$ cat src/rtl/fbp_pkg.sv
package fbp_pkg;

    localparam int unsigned BEAT_W     = 32;
    localparam int unsigned MAX_STAGES = 4;

    typedef logic [BEAT_W-1:0] beat_data_t;

    typedef struct packed {
        logic       vld;
        beat_data_t data;
    } beat_t;

    typedef struct packed {
        logic rdy;
        logic stall;
    } back_ctl_t;

    localparam int unsigned BACK_W = $bits(back_ctl_t);

    // Beats that can be committed but undelivered when physical ready falls
    function automatic int unsigned skid_entries(int unsigned stages);
        return 2 * stages;
    endfunction

    function automatic int unsigned index_bits(int unsigned entries);
        return (entries <= 2) ? 1 : $clog2(entries);
    endfunction

    function automatic beat_t idle_beat();
        beat_t b;
        b.vld  = 1'b0;
        b.data = '0;
        return b;
    endfunction

endpackage

$ cat src/rtl/fbp_delay.sv
module fbp_delay #(
    parameter int unsigned W      = 1,
    parameter int unsigned STAGES = 2
) (
    input  logic         clk,
    input  logic         rst,
    input  logic [W-1:0] d,
    output logic [W-1:0] q
);
    logic [STAGES-1:0][W-1:0] sr;

    always_ff @(posedge clk) begin
        if (rst) begin
            sr <= '0;
        end else begin
            sr[0] <= d;
            for (int i = 1; i < int'(STAGES); i++) begin
                sr[i] <= sr[i-1];
            end
        end
    end

    assign q = sr[STAGES-1];
endmodule

$ cat src/rtl/fbp_stage_pipe.sv
module fbp_stage_pipe
    import fbp_pkg::*;
#(
    parameter int unsigned STAGES = 2
) (
    input  logic  clk,
    input  logic  rst,
    input  beat_t in_beat,
    output beat_t out_beat,
    output logic  busy
);
    beat_t [STAGES-1:0] stg;
    logic  [STAGES-1:0] stg_vld;

    always_ff @(posedge clk) begin
        if (rst) begin
            for (int i = 0; i < int'(STAGES); i++) begin
                stg[i] <= idle_beat();
            end
        end else begin
            stg[0] <= in_beat;
            for (int i = 1; i < int'(STAGES); i++) begin
                stg[i] <= stg[i-1];
            end
        end
    end

    for (genvar g = 0; g < int'(STAGES); g++) begin : g_vld
        assign stg_vld[g] = stg[g].vld;
    end

    assign busy     = |stg_vld;
    assign out_beat = stg[STAGES-1];

    // a taken beat occupies the first stage on the next cycle
    p_stage_capture_r3: assert property (@(posedge clk) disable iff (rst)
        in_beat.vld |=> busy);
endmodule

$ cat src/rtl/fbp_skid_fifo.sv
module fbp_skid_fifo
    import fbp_pkg::*;
#(
    parameter int unsigned STAGES = 2
) (
    input  logic  clk,
    input  logic  rst,
    input  beat_t in_beat,
    input  logic  out_ready,
    output beat_t out_beat,
    output logic  holding
);
    localparam int unsigned ENTRIES = skid_entries(STAGES);
    localparam int unsigned PW      = index_bits(ENTRIES);
    localparam int unsigned CW      = $clog2(ENTRIES + 1);
    localparam logic [PW-1:0] LAST_IDX = PW'(ENTRIES - 1);
    localparam logic [CW-1:0] FULL_CNT = CW'(ENTRIES);

    beat_data_t    mem [ENTRIES];
    logic [PW-1:0] rd_ptr, wr_ptr;
    logic [CW-1:0] cnt;
    logic          from_mem, push, pop;

    assign from_mem      = (cnt != '0);
    assign out_beat.vld  = from_mem | in_beat.vld;
    assign out_beat.data = from_mem ? mem[rd_ptr] : in_beat.data;
    assign pop           = from_mem & out_ready;
    // arriving beat leaves directly only when the store is empty and ready is high
    assign push          = in_beat.vld & ~(~from_mem & out_ready);
    assign holding       = from_mem;

    always_ff @(posedge clk) begin
        if (push) begin
            mem[wr_ptr] <= in_beat.data;
        end
    end

    always_ff @(posedge clk) begin
        if (rst) begin
            rd_ptr <= '0;
            wr_ptr <= '0;
            cnt    <= '0;
        end else begin
            if (push) begin
                wr_ptr <= (wr_ptr == LAST_IDX) ? '0 : wr_ptr + 1'b1;
            end
            if (pop) begin
                rd_ptr <= (rd_ptr == LAST_IDX) ? '0 : rd_ptr + 1'b1;
            end
            case ({push, pop})
                2'b10:   cnt <= cnt + 1'b1;
                2'b01:   cnt <= cnt - 1'b1;
                default: cnt <= cnt;
            endcase
        end
    end

    // a write into a full store must coincide with a read
    p_no_overflow_r5: assert property (@(posedge clk) disable iff (rst)
        (push && cnt == FULL_CNT) |-> pop);

    // the head beat holds still while the physical side is not ready
    p_head_stable_r5: assert property (@(posedge clk) disable iff (rst)
        (out_beat.vld && !out_ready) |=> (out_beat.vld && out_beat.data == $past(out_beat.data)));
endmodule

$ cat src/rtl/flit_boundary_pipe.sv
module flit_boundary_pipe
    import fbp_pkg::*;
#(
    parameter int unsigned STAGES = 2
) (
    input  logic              clk,
    input  logic              rst,
    input  logic              lnk_valid,
    input  logic [BEAT_W-1:0] lnk_data,
    output logic              lnk_ready,
    output logic              lnk_stall_req,
    input  logic              lnk_stall_ack,
    output logic              phy_valid,
    output logic [BEAT_W-1:0] phy_data,
    input  logic              phy_ready,
    input  logic              phy_stall_req,
    output logic              phy_stall_ack,
    input  logic              xfer_req,
    output logic              pipe_empty,
    output logic              xfer_grant
);
    back_ctl_t back_in, back_out;
    beat_t     take_beat, tail_beat, head_beat;
    logic      stages_busy, skid_busy, ack_late;

    // backward path: ready and stall request see the same delay as the forward beats
    assign back_in.rdy   = phy_ready;
    assign back_in.stall = phy_stall_req;

    fbp_delay #(.W(BACK_W), .STAGES(STAGES)) u_back (
        .clk (clk),
        .rst (rst),
        .d   (back_in),
        .q   (back_out)
    );

    assign lnk_ready     = back_out.rdy;
    assign lnk_stall_req = back_out.stall;

    assign take_beat.vld  = lnk_valid & lnk_ready;
    assign take_beat.data = lnk_data;

    fbp_stage_pipe #(.STAGES(STAGES)) u_fwd (
        .clk      (clk),
        .rst      (rst),
        .in_beat  (take_beat),
        .out_beat (tail_beat),
        .busy     (stages_busy)
    );

    fbp_skid_fifo #(.STAGES(STAGES)) u_skid (
        .clk       (clk),
        .rst       (rst),
        .in_beat   (tail_beat),
        .out_ready (phy_ready),
        .out_beat  (head_beat),
        .holding   (skid_busy)
    );

    assign phy_valid = head_beat.vld;
    assign phy_data  = head_beat.data;

    // acknowledge travels alongside the beats, then waits for the drain
    fbp_delay #(.W(1), .STAGES(STAGES)) u_ack (
        .clk (clk),
        .rst (rst),
        .d   (lnk_stall_ack),
        .q   (ack_late)
    );

    assign pipe_empty    = ~stages_busy & ~skid_busy;
    assign phy_stall_ack = ack_late & pipe_empty;
    assign xfer_grant    = xfer_req & pipe_empty;

    // cycles since reset, saturating, used to open the delay check window
    logic [2:0] age_q;
    always_ff @(posedge clk) begin
        if (rst) begin
            age_q <= '0;
        end else if (age_q != 3'd7) begin
            age_q <= age_q + 1'b1;
        end
    end

    // link-side ready mirrors physical ready after the stage count
    p_ready_delay_r2: assert property (@(posedge clk) disable iff (rst)
        (age_q > 3'(STAGES)) |-> (lnk_ready == $past(phy_ready, STAGES)));

    // state right after reset
    p_reset_clear_r1: assert property (@(posedge clk)
        $past(rst) |-> (pipe_empty && !phy_valid && !phy_stall_ack && !lnk_ready));

    // no state change while a beat is still being offered downstream
    p_grant_quiet_r7: assert property (@(posedge clk) disable iff (rst)
        xfer_grant |-> !phy_valid);

    // forwarded acknowledge never overlaps an undelivered beat
    p_ack_drained_r8: assert property (@(posedge clk) disable iff (rst)
        phy_stall_ack |-> !phy_valid);
endmodule

$ cat config.mk
export PLATFORM = sky130hd
export DESIGN_NAME = flit_boundary_pipe
export DESIGN_NICKNAME = d
export VERILOG_FILES = /design/src/rtl/fbp_pkg.sv /design/src/rtl/fbp_delay.sv /design/src/rtl/fbp_stage_pipe.sv /design/src/rtl/fbp_skid_fifo.sv /design/src/rtl/flit_boundary_pipe.sv
export SDC_FILE = /design/constraint.sdc
export NUM_CORES = 1
export LEC_CHECK = 0
export ABC_AREA = 1
export BUFFER_PORTS_ARGS = -buffer_cell sky130_fd_sc_hd__clkbuf_2
export CORE_MARGIN = 10
export CORE_UTILIZATION = 40
export DETAILED_ROUTE_END_ITERATION = 8
export PLACE_DENSITY = 0.67
export SETUP_SLACK_MARGIN = 0.4
export SLEW_MARGIN = 40
export SYNTH_ARGS = -nofsm -noshare
export SYNTH_HDL_FRONTEND = slang
export SYNTH_HIERARCHICAL = 1
export SYNTH_SLANG_ARGS = --single-unit
$ cat constraint.sdc
create_clock -name clk -period 5.17 [get_ports clk]
set_input_delay 0 -clock clk [delete_from_list [all_inputs] [get_ports clk]]
set_output_delay 0 -clock clk [all_outputs]
set_load 0.05 [all_outputs]
---- Word level (Yosys, flattened, before mapping) ----
Memory sizes are Yosys's and may differ from the RTL's. A register that Yosys moved wholly into a read port is not among the register bits.
Index checks and enable logic that the tools add are counted.
operators by class
  add/sub/neg operators ................... 4
  multipliers ............................. 0
  divide/modulo/power cells ............... 0
  magnitude comparators ................... 0
  equal/unequal tests ..................... 4
  shifts and indexed selects .............. 0
  mux-type cells .......................... 8
  bitwise operators ....................... 11
  reduce and logical (&&, ||, !) cells .... 3
operator list
  kind                                                                    count
  32-bit 2-to-1 mux                                                       1
  2-bit 2-to-1 mux                                                        4
  1-bit AND                                                               7
  2-bit equality test (second input constant)                             3
  3-bit case mux with 2 select lines                                      1
  2-bit by 1-bit adder with 2-bit output (second input constant)          2
  3-bit by 1-bit adder with 3-bit output (second input constant)          1
  1-bit NOT                                                               3
  3-bit nonzero test                                                      1
  3-bit by 1-bit subtractor with 3-bit output (second input constant)     1
  2-bit by 1-bit equality test with 1-bit output (second input constant)  1
  1-bit 2-to-1 mux                                                        2
  2-bit nonzero test                                                      1
  2-bit OR reduction                                                      1
  1-bit OR                                                                1
storage, ports and cells
  bits in registers ....................... 79
  bits in latches ......................... 0
  bits in writable memories ............... 128
  memory bits (read-only) ................. 0
  input bits .............................. 39
  output and inout port bits .............. 38
  word-level logic and storage cells ...... 42
  memories kept ........................... 1
memories
  name        depth  bits a word  read ports  clocked after memory_dff  wr ports  RTL line             source
  u_skid.mem  4      32           1           1                         1         fbp_skid_fifo.sv:19  beat_data_t mem [ENTRIES];

---- Logic depth before layout (Yosys ltp) ----
  depth in word-level cells ............... 7
  mapped depth ............................ 13
  mapped depth without buffers ............ 13

---- Modules after synthesis ----
The synthesis kept the hierarchy.
by module, submodules not included
  module               times used  cells an instance  area each (um^2)  sequential area each (um^2)
  fbp_skid_fifo        1           609                6,019.5           4,023.9
  fbp_stage_pipe       1           240                2,134.5           1,321.3
  fbp_delay at u_back  1           14                 125.1             80.1
  fbp_delay at u_ack   1           6                  55.1              40.0
  flit_boundary_pipe   1           10                 40.0              0.0

---- Worst setup path after synthesis ----
OpenSTA, ideal clock, no wires.
  kind .................................... reg-to-reg
  start point ............................. register u_skid.cnt[0]
  end point ............................... memory u_skid/mem[0][0] in the netlist's numbering (enable)
  library setup time ...................... 0.421 ns
  data arrival time ....................... 2.018 ns
  required time ........................... 4.749 ns
  slack ................................... 2.731 ns
  stages on the path, launching flop included .. 5
  buffers on the path ..................... 0
  period minus slack after synthesis ...... 2.439 ns
  cell sequence ........................... dfxtp_1 > inv_1 > nand3_1 > nand2_1 > nor2_1
between the ends
  longest elaborated chain between the ends .. 7
RTL lines
  item                                    RTL line             source
  from (decl)                             fbp_skid_fifo.sv:21  logic [CW-1:0] cnt;
  from (signal assigned)                  fbp_skid_fifo.sv:51  2'b10: cnt <= cnt + 1'b1;
  from (signal assigned)                  fbp_skid_fifo.sv:52  2'b01: cnt <= cnt - 1'b1;
  from (signal assigned)                  fbp_skid_fifo.sv:53  default: cnt <= cnt;
  3-bit nonzero test                      fbp_skid_fifo.sv:24  assign from_mem = (cnt != '0);
  1-bit NOT                               fbp_skid_fifo.sv:29  assign push = in_beat.vld & ~(~from_mem & out_ready);
  1-bit AND                               fbp_skid_fifo.sv:29
  1-bit NOT                               fbp_skid_fifo.sv:29
  1-bit AND                               fbp_skid_fifo.sv:29
  1-bit 2-to-1 mux                        fbp_skid_fifo.sv:33  if (push) begin
  1-bit 2-to-1 mux (implied by the code)  fbp_skid_fifo.sv:34  mem[wr_ptr] <= in_beat.data;
  to (decl)                               fbp_skid_fifo.sv:19
Every way passes these cells.

==> results.cfg <==
[sta]
rsz0062_at_grt = no
clock.fmax_ghz = 0.341
slew_viol_final = 0
max_slew_margin_pct = 47.7
finalSetupTns_ns = 0
fin_skew_ns = 0.0107
fin_crit_sh_pct = 56.7
period_needed_ns = 2.93
finalHoldViolCount = 0
final-setup-viol-count = 0
tightestPinTransition_ns = 0.785

[critical_path]
criticalPathCategory = flop to primary output
worst_setup_path_start_kind = flop
crit_arrival_ns = 2.93
path_common_cell = nand2_1
worst_path_max_delay_cell = dfxtp_2
reg2reg_slack_ns = 2.94
cp_max_fo = 33
endpoint_kind = primary output
cpPeakStageDelay_ns = 0.84
crit_required_ns = 5.17
crit_chain = inv_1 > buf_4 > nor2_1 > nand2_1 > nand2_1 > nand2_1 > nand2_1 > clkbuf_2

[final_layout]
final_nets = 1003
synthToLayoutAreaGrowth_pct = 18.3
num_antenna_cells = 0
fin_cells = 1243
drive_gt1_share_pct = 14.4
nFillCells = 1901

[synth]
synth_ff_type = edfxtp_1
synth_area_sq_mm = 0.00837
ys_warn_count = 6
synthArstFlopShare_pct = 0
synth_cells = 879
syn_avg_cell_area_sq_um = 9.53
synth_fp_nets = 925
synthDistinctLibCells = 23
synth-seq-cells = 209
synth_edf_count = 128
yosysSeqAreaShare_pct = 65.3

[route]
drtPass1Iterations = 4
vias_per_cell = 4.33
wl_per_cell_microns = 13.2
first_iter_violations = 221
routed_wl_microns = 16400
ant_nets = 0
dr_total_vias = 5377
drc = 0

[grt]
grt_pass1_wl_microns = 26800
antenna_found_initial = 0
groute.usage.overall_pct = 12.2
grt_pass1_vias = 5333
grt_max_degree = 51
grt_remaining_overflow = 0

[clocking]
post_cts_buffers = 0
clk_pin_slew_worst_paths_ns = 0.06
cts-htree-levels = 1
cts_sinks = 209
cts_made_buffers = 22
cts-resized-gates = 0
clockBufferDepth = 3
clock-root-buffer = clkbuf_16
cts_hold_buf = 36
cts_tree = built
clk_latency_ns = 0.50

[power]
power_density_mw_per_mm2 = 431
irDropWorstVdd_v = 0.000262
leakage_nw = 4.34
pwr-share-seq_pct = 43.6
combPwrFrac_pct = 20.9
p_int_mw = 2.93
switching_share_pct = 31.6
power_switching_mw = 1.35
power_frac_clock_pct = 35.5

[die]
die_h_microns = 165
row_count = 52
start_util_pct = 41.0
die_area_sq_mm = 0.0271
dieWidth_microns = 165
core_area_sq_mm = 0.0204
io_pins = 77

[status]
status = complete, no violations

[min_path]
hold_path.class = input port to flop

[place]
gp_congestion = 0.710
dpl.cell_count = 1167
portBuffers = 76
dp_hpwl_microns = 10000

[job]
drv_cap = 0
## path summary, 6_finish.rpt
kind | endpoint | cells past startpoint | start
worst min-delay path | u_fwd/stg[3]$_SDFF_PP0_ | 2 | rst
worst max register to register | u_skid/cnt[2]$_SDFFE_PP0P_ | 12 | u_skid/cnt[1]$_SDFFE_PP0P_
worst max-delay path | phy_data[25] | 8 | flop
worst min register to register | u_fwd/out_beat[2]$_SDFF_PP0_ | 2 | u_fwd/stg[2]$_SDFF_PP0_
## through the flow
| stage | utilization, % | power [mW] | hold WS (ns) | worst slack, ns | instance area (sq um) |
|---|---|---|---|---|---|
| final | 48.5 | 4.28 | 0.0325 | 2.24 | 9910 |
| after global routing | 48.5 | 4.49 | 0.0748 | 2.01 | 9910 |
| after CTS | 48.5 | 4.33 | 0.0332 | 2.15 | 9910 |
| after detailed placement | 43.2 | 2.79 | 0.195 | 2.70 | 8830 |
| after global placement | 42.3 | 2.77 | 0.192 | 2.46 | 8640 |
| after floorplan | - | 2.59 | 0.0712 | 2.73 | 8370 |
## critical path, delay by kind of cell (launching register included)
family	cells	cell delay, ns
simple gates	5	0.43
buf+inv	3	1.16
flops	1	0.84
## registers in the layout, summed over array words and instances, names as in the netlist, named ones only
signal and cells:
u_back/sr 2, u_skid/cnt 3, u_back/q 2, u_skid/mem 128, u_ack/q 1, u_skid/wr_ptr 2, u_skid/rd_ptr 2, u_fwd/stg 33
u_ack/sr 1, u_fwd/out_beat 33
## power groups by stage
stage / logic [mW] / clock network (mW) / registers (mW)
3_5_place_dp: 0.888 / 0 / 1.90
6_report: 0.894 / 1.52 / 1.86
5_1_grt: 0.989 / 1.63 / 1.87
4_1_cts: 0.912 / 1.56 / 1.86
2_1_floorplan: 0.746 / 0 / 1.84
3_3_place_gp: 0.852 / 0 / 1.92
## cell families after synthesis
| family | synth area share [%] |
|---|---|
| compound gates | 2.33 |
| fa+ha+maj | 1.14 |
| buf+inv | 11.7 |
| flops | 65.3 |
| simple gates | 19.5 |
## metal layers
| layer | global-route usage [%] | vias up | wire length, microns |
|---|---|---|---|
| met5 | 0 | - | 0 |
| met4 | 3.14 | 0 | 310 |
| met3 | 2.71 | 25 | 836 |
| li1 | - | 2799 | - |
| met1 | 14.9 | 2441 | 7200 |
| met2 | 21.3 | 112 | 8010 |
## final cells by class
class / count / area, sq um / area share [%]
flip-flops and latches: 209 / 5470 / 55.2
clock buffers: 29 / 628 / 6.34
multi-input cells: 473 / 1960 / 19.8
well taps: 270 / 338 / 3.41
inverters: 128 / 480 / 4.85
clock inverters: 11 / 86.3 / 0.871
repair buffers: 123 / 946 / 9.54
## Yosys cell counts (3+ instances only)
master	number	area, sq um
a21oi_1	3	15.0
buf_6	6	67.6
nor2_1	210	788
ha_1	6	75.1
buf_2	13	65.1
clkbuf_2	3	15.0
dfxtp_1	81	1620
nor2_2	8	50.1
buf_4	43	323
inv_1	127	477
nand2_1	203	762
edfxtp_1	128	3840
o21ai_0	35	175
## layout by cell type, fill, tap and decap left out, types with 2 or more instances in the layout
master,n
dfxtp_1,79
nand3_1,2
clkinv_2,4
nor2_4,4
nand2_1,203
dlygate4sd3_1,36
clkbuf_2,75
buf_16,4
nor2_1,206
clkinv_1,3
edfxtp_1,128
buf_8,4
clkbuf_16,23
inv_2,2
ha_1,6
clkbuf_8,3
a21oi_1,3
clkinv_4,2
inv_1,126
nor2_2,8
buf_4,2
o21ai_0,35
clkbuf_1,3
Power figures use the tool's default switching activity.
